$ cat src/rtl/split_xlat_pkg.sv
package split_xlat_pkg;
  localparam int VA_W  = 32;
  localparam int OFF_W = 12;
  localparam int VPN_W = VA_W - OFF_W;

  typedef enum logic {SIDE_INSTR = 1'b0, SIDE_DATA = 1'b1} xlat_side_e;

  typedef struct packed {
    logic             valid;
    logic [VPN_W-1:0] tag;
    logic [VPN_W-1:0] frame;
  } xlat_slot_t;

  // Physical address from a frame and the untouched page offset
  function automatic logic [VA_W-1:0] join_addr(input logic hit,
                                                input logic [VPN_W-1:0] frame,
                                                input logic [VA_W-1:0] va);
    return hit ? {frame, va[OFF_W-1:0]} : '0;
  endfunction
endpackage

$ cat src/rtl/xlat_half.sv
module xlat_half
  import split_xlat_pkg::*;
#(
  parameter int SLOTS = 16
) (
  input  logic             clk,
  input  logic             rst_n,
  input  logic             inv,
  input  logic [VPN_W-1:0] vpn_in,
  output logic             hit,
  output logic [VPN_W-1:0] frame_out,
  output logic [SLOTS-1:0] match_vec,
  input  logic             wr_en,
  input  logic [VPN_W-1:0] wr_vpn,
  input  logic [VPN_W-1:0] wr_frame
);
  localparam int IDX_W = (SLOTS > 1) ? $clog2(SLOTS) : 1;

  xlat_slot_t       slots [SLOTS];
  logic [SLOTS-1:0] valid_vec;
  logic [IDX_W-1:0] rr_ptr;
  logic [IDX_W-1:0] victim;
  logic             full;

  function automatic logic [IDX_W-1:0] lowest_empty(input logic [SLOTS-1:0] v);
    logic [IDX_W-1:0] r;
    r = '0;
    for (int i = SLOTS - 1; i >= 0; i--)
      if (!v[i]) r = IDX_W'(i);
    return r;
  endfunction

  function automatic logic [IDX_W-1:0] step_ptr(input logic [IDX_W-1:0] p);
    return (p == IDX_W'(SLOTS - 1)) ? '0 : p + 1'b1;
  endfunction

  generate
    for (genvar g = 0; g < SLOTS; g++) begin : g_cmp
      assign valid_vec[g] = slots[g].valid;
      assign match_vec[g] = slots[g].valid && (slots[g].tag == vpn_in);
    end
  endgenerate

  always_comb begin
    frame_out = '0;
    for (int i = 0; i < SLOTS; i++)
      if (match_vec[i]) frame_out = frame_out | slots[i].frame;
  end

  assign hit    = |match_vec;
  assign full   = &valid_vec;
  assign victim = full ? rr_ptr : lowest_empty(valid_vec);

  always_ff @(posedge clk) begin
    if (!rst_n) begin
      for (int i = 0; i < SLOTS; i++) slots[i] <= '0;
      rr_ptr <= '0;
    end else if (inv) begin
      for (int i = 0; i < SLOTS; i++) slots[i].valid <= 1'b0;
      rr_ptr <= '0;
    end else if (wr_en) begin
      slots[victim] <= '{valid: 1'b1, tag: wr_vpn, frame: wr_frame};
      if (full) rr_ptr <= step_ptr(rr_ptr);
    end
  end
endmodule

$ cat src/rtl/walk_arbiter.sv
module walk_arbiter
  import split_xlat_pkg::*;
(
  input  logic             i_need,
  input  logic [VPN_W-1:0] i_vpn,
  input  logic             d_need,
  input  logic [VPN_W-1:0] d_vpn,
  output logic             req,
  output logic             side,
  output logic [VPN_W-1:0] vpn
);
  always_comb begin
    req  = i_need || d_need;
    side = SIDE_INSTR;
    vpn  = '0;
    if (i_need) begin
      side = SIDE_INSTR;
      vpn  = i_vpn;
    end else if (d_need) begin
      side = SIDE_DATA;
      vpn  = d_vpn;
    end
  end
endmodule

$ cat src/rtl/split_xlat_buffer.sv
module split_xlat_buffer
  import split_xlat_pkg::*;
#(
  parameter int SLOTS = 16
) (
  input  logic             clk,
  input  logic             rst_n,
  input  logic             inv_all,
  input  logic             if_req,
  input  logic [VA_W-1:0]  if_vaddr,
  output logic             if_hit,
  output logic [VA_W-1:0]  if_paddr,
  output logic             if_stall,
  input  logic             dt_req,
  input  logic [VA_W-1:0]  dt_vaddr,
  output logic             dt_hit,
  output logic [VA_W-1:0]  dt_paddr,
  output logic             dt_stall,
  output logic             walk_req,
  output logic             walk_side,
  output logic [VPN_W-1:0] walk_vpn,
  input  logic             fill_valid,
  input  logic             fill_side,
  input  logic [VPN_W-1:0] fill_vpn,
  input  logic [VPN_W-1:0] fill_pfn
);
  logic [SLOTS-1:0] i_match_vec, d_match_vec;
  logic [VPN_W-1:0] i_frame, d_frame;
  logic             i_wr, d_wr;

  assign i_wr = fill_valid && (fill_side == SIDE_INSTR);
  assign d_wr = fill_valid && (fill_side == SIDE_DATA);

  xlat_half #(.SLOTS(SLOTS)) u_ihalf (
    .clk(clk), .rst_n(rst_n), .inv(inv_all),
    .vpn_in(if_vaddr[VA_W-1:OFF_W]), .hit(if_hit), .frame_out(i_frame),
    .match_vec(i_match_vec), .wr_en(i_wr), .wr_vpn(fill_vpn), .wr_frame(fill_pfn));

  xlat_half #(.SLOTS(SLOTS)) u_dhalf (
    .clk(clk), .rst_n(rst_n), .inv(inv_all),
    .vpn_in(dt_vaddr[VA_W-1:OFF_W]), .hit(dt_hit), .frame_out(d_frame),
    .match_vec(d_match_vec), .wr_en(d_wr), .wr_vpn(fill_vpn), .wr_frame(fill_pfn));

  assign if_paddr = join_addr(if_hit, i_frame, if_vaddr);
  assign dt_paddr = join_addr(dt_hit, d_frame, dt_vaddr);
  assign if_stall = if_req && !if_hit;
  assign dt_stall = dt_req && !dt_hit;

  walk_arbiter u_arb (
    .i_need(if_stall), .i_vpn(if_vaddr[VA_W-1:OFF_W]),
    .d_need(dt_stall), .d_vpn(dt_vaddr[VA_W-1:OFF_W]),
    .req(walk_req), .side(walk_side), .vpn(walk_vpn));
endmodule

$ cat config.mk
export PLATFORM = sky130hd
export DESIGN_NAME = split_xlat_buffer
export DESIGN_NICKNAME = d
export VERILOG_FILES = /design/src/rtl/split_xlat_pkg.sv /design/src/rtl/xlat_half.sv /design/src/rtl/walk_arbiter.sv /design/src/rtl/split_xlat_buffer.sv
export SDC_FILE = /design/constraint.sdc
export NUM_CORES = 2
export LEC_CHECK = 0
export CORE_MARGIN = 3
export CORE_UTILIZATION = 54
export CTS_CLUSTER_SIZE = 20
export DETAILED_ROUTE_END_ITERATION = 12
export PLACE_DENSITY = 0.79
export SLEW_MARGIN = 10
export SYNTH_ARGS = -nofsm -noshare
export SYNTH_HDL_FRONTEND = slang
export SYNTH_SLANG_ARGS = --single-unit
$ cat constraint.sdc
create_clock -name clk -period 10.24 [get_ports clk]
set_clock_uncertainty 0.05 [all_clocks]
set_input_delay 2.048 -clock clk [delete_from_list [all_inputs] [get_ports clk]]
set_output_delay 2.048 -clock clk [all_outputs]
set_load 0.005 [all_outputs]
==> results.txt <==
----------------------------------------------------
[Routing]
  Number of iterations in the first detailed-routing pass ... 12
  Post-detailed-route via-to-cell ratio ... 7.072
  Count of unresolved DRC violations after routing ... 0
  Via count ... 45330
  Routed length per instance ... 31.16 microns
  Post-route ant nets ... 0
  Final Routed Wirelength ... 199800 microns
  Iter 0 DRT Violations ... 8174

[Global route]
  Number of antenna violations at the first check in global routing ... 8
  Maximum number of pins on one net before global-route repair ... 204
  Number of global-route vias before repair ... 43980
  Total routing resource utilization after global routing ... 0.3355
  First-pass GRT wire length ... 290100 microns
  GRT Residual Overflow ... 0

[Logic synthesis]
  Syn avg cell area ... 12.46 sq um
  FFs w/ async S/R, synth ... 0
  Post-synth EDFFs ... 1280
  Synthesized instance count ... 4899
  Most frequently used cell type in the post-synthesis netlist ... nor3_1
  Post-synth top area cell ... edfxtp_1
  Top-area cell type share of the netlist area ... 0.6295
  Portion of the post-synthesis area used by sequential elements ... 0.6426
  Synthesized netlist net count ... 5012
  Distinct cell type count after synthesis ... 55
  Count of yosys warnings during synthesis ... 0
  Primary flip-flop cell chosen by synthesis mapping ... edfxtp_1
  Post-Syn Area ... 61060 sq um
  Top cell types by occurrence after synthesis ... nor3_1 (1296), edfxtp_1 (1280), clkbuf_1 (448)
  Area contributors post-synth ... edfxtp_1 (63%), nor3_1 (11%), xnor2_1 (6.0%)
  Flip-flop and latch count after synthesis ... 1320

[Critical path]
  Sequence of cells on the critical path ... clkdlybuf4s50_1 -> buf_4 -> xnor2_1 -> nand4_1 -> nor4_1 -> and4_1 -> buf_4 -> nor4_1 -> and4_4 -> nor2b_1 -> clkdlybuf4s50_1
  CP Max Fanout ... 14
  CP Class ... input port to output pin
  Top Family by Delay on Critical Path ... buffers and inverters
  Crit end category ... output pin
  Crit-path slowest cell ... clkdlybuf4s50_1
  Setup slack of the most critical reg-to-reg path ... 5.51 ns
  CP arrival ... 6.63 ns
  Worst path required time ... 8.14 ns
  Critical path's largest stage delay ... 1.14 ns
  Total buffers and inverters traversed by the critical path ... 4
  Worst setup SP type ... input port

[Power]
  P_sw ... 0.002800 W
  IR Drop Worst-Case VDD ... 0.0001621 V
  Switching part of the total power ... 0.2366
  Power Density ... 172.7 nW/um^2
  Combinational cell fraction of total power ... 0.073
  Fraction of power consumed by the clock network ... 0.404
  Sequential share of power ... 0.523
  Internal cell power ... 0.009033 W
  Leakage power figure ... 21.72 nW

[Timing]
  Clock period minus worst slack ... 8.731 ns
  Number of hold violations in the final report ... 0
  Slew at the pin closest to its max-slew limit ... 1.388 ns
  Relative slew margins ... 0.07485
  Setup repair after global routing missed its margin ... no
  Setup violation total in the final timing report ... 0
  Final cycle utilization of the critical path ... 0.8526
  Setup_tns ... 0 ns
  Maximum clock frequency ... 0.1145 GHz
  Final number of max-transition violations ... 0

[Placement]
  Routability cong. ... 0.9256
  Inst Count DP ... 6161
  Port Buffer Count ... 200
  HPWL after detailed placement ... 107300 microns

[Clock network]
  CTS tree ... built
  Number of buffers inserted to repair setup after CTS ... 0
  Number of CTS-inserted buffers ... 135
  H-tree levels ... 4
  Clock transition at the register clock pins on the worst setup and hold paths after CTS ... 0.06 ns
  Number of instances resized during post-cts repair ... 0
  Clock Tree Buf Depth ... 3
  Sink count of the clock tree ... 1320
  Number of hold-repair buffers added at the cts stage ... 0
  Insertion delay to the later sink of the worst-skew pair ... 0.74 ns
  Root buffer cell ... clkbuf_16

[Layout]
  Fraction of layout instances using a drive strength above 1 ... 0.09376
  Area growth syn-to-layout ... 12.19%
  Number of nets in the finished design ... 4923
  Non-filler cells, final ... 6410

[Floorplanning]
  Row Count ... 122
  Die boundary width ... 342.3 microns
  Floorplan die height ... 342.3 microns
  Effective utilization at floorplan ... 0.5480
  I/O Pins ... 201
  Die area ... 117200 sq um
  Core Area ... 111400 sq um

[Outcome]
  Run status ... complete, no violations

[Run]
  Count of max-cap constraint violations ... 0

[Hold path]
  Worst hold-check path type ... flip-flop to flip-flop

----------------------------------------------------
==> worst min-delay path: stages (launching register included) <==
cell and delay (ns):
dfxtp_1 0.34, o21ai_0 0.08, a21oi_1 0.06
==> cells in the final DEF, fill, tap and decap left out, drive strengths merged, types with 11 or more instances in the layout <==
cell / instances
and2: 13
a22o: 160
nor2: 11
o31ai: 20
clkdlybuf4s50: 196
clkinv: 62
o21ai: 68
nor4: 105
nor3b: 11
xnor2: 416
and4: 20
clkbuf: 168
buf: 159
dfxtp: 40
or4: 14
nor2b: 18
a221oi: 160
inv: 58
edfxtp: 1280
nand4: 202
nand3: 54
nor3: 1296
nand2: 69
xor2: 238
==> flip-flops by register name, indices dropped and copies added, names as in the netlist <==
name and cells:
u_dhalf.rr_ptr 4, u_dhalf.slots 656, u_ihalf.rr_ptr 4, u_ihalf.slots 656
==> stage by stage <==
stage / area, sq um / setup slack, ns / hold slack, ns / total power (W) / utilization
6_report: 68510 / 1.509 / 0.4769 / 0.01183 / 0.6148
2_1_floorplan: 61060 / 3.519 / 0.4182 / 0.006803 / -
3_5_place_dp: 64310 / 1.745 / 0.4600 / 0.007138 / 0.5771
5_1_grt: 68500 / 1.386 / 0.4960 / 0.01207 / 0.6147
4_1_cts: 68500 / 1.690 / 0.4679 / 0.01179 / 0.6147
3_3_place_gp: 64310 / 1.816 / 0.4358 / 0.007116 / 0.5771
==> cell type report <==
class,instances,area (sq um)
clock buffer,168,3617
timing repair buffer,355,3173
inverter,53,198.9
clock inverter,76,571.8
multi-input combinational,2945,19840
antenna,5,12.51
fill,8320,42920
sequential,1320,39240
tap,1488,1862
==> power groups by stage <==
stage / Clock [W] / Combinational [W] / Sequential (W)
CTS: 0.00476 / 0.000841 / 0.00619
finish: 0.00478 / 0.000864 / 0.00619
floorplan: 0 / 0.000502 / 0.00630
global placement: 0 / 0.000824 / 0.00629
global route: 0.00497 / 0.000894 / 0.00621
detailed placement: 0 / 0.000834 / 0.00630
==> worst paths after layout <==
check	startpoint	to	depth (start not counted)
setup / recovery	if_vaddr[21]	if_paddr[1]	11
hold reg to reg	u_ihalf.rr_ptr[3]$_SDFFE_PP0P_	u_ihalf.rr_ptr[3]$_SDFFE_PP0P_	2
setup reg to reg	u_dhalf.slots[10][40]$_SDFFE_PP1P_	u_dhalf.slots[5][26]$_SDFFCE_PN0P_	8
hold / removal	u_ihalf.rr_ptr[3]$_SDFFE_PP0P_	u_ihalf.rr_ptr[3]$_SDFFE_PP0P_	2
==> layer usage <==
layer / share of wire / wire length [microns] / GRT usage / vias up
li1: - / - / - / 18520
met1: 0.35 / 69260 / 0.4487 / 21960
met2: 0.45 / 90140 / 0.5125 / 4071
met3: 0.15 / 29620 / 0.08566 / 777
met4: 0.054 / 10700 / 0.1658 / 4
met5: 0.00012 / 24 / 0 / -
==> cells by family (layout without fill, tap and decap cells) <==
logic type	Yosys count	in the layout	synth area share
other	0	5	0
xor gates and xnor gates	654	654	0.09393
AOI/OAI and AO/OA	454	454	0.06061
buffers and inverters	634	652	0.04342
DFF	1320	1320	0.6426
muxes	4	4	0.0006557
adders and majority gates	2	2	0.0004097
and+or+nand+nor	1831	1831	0.1584
Power figures use the tool's default switching activity.
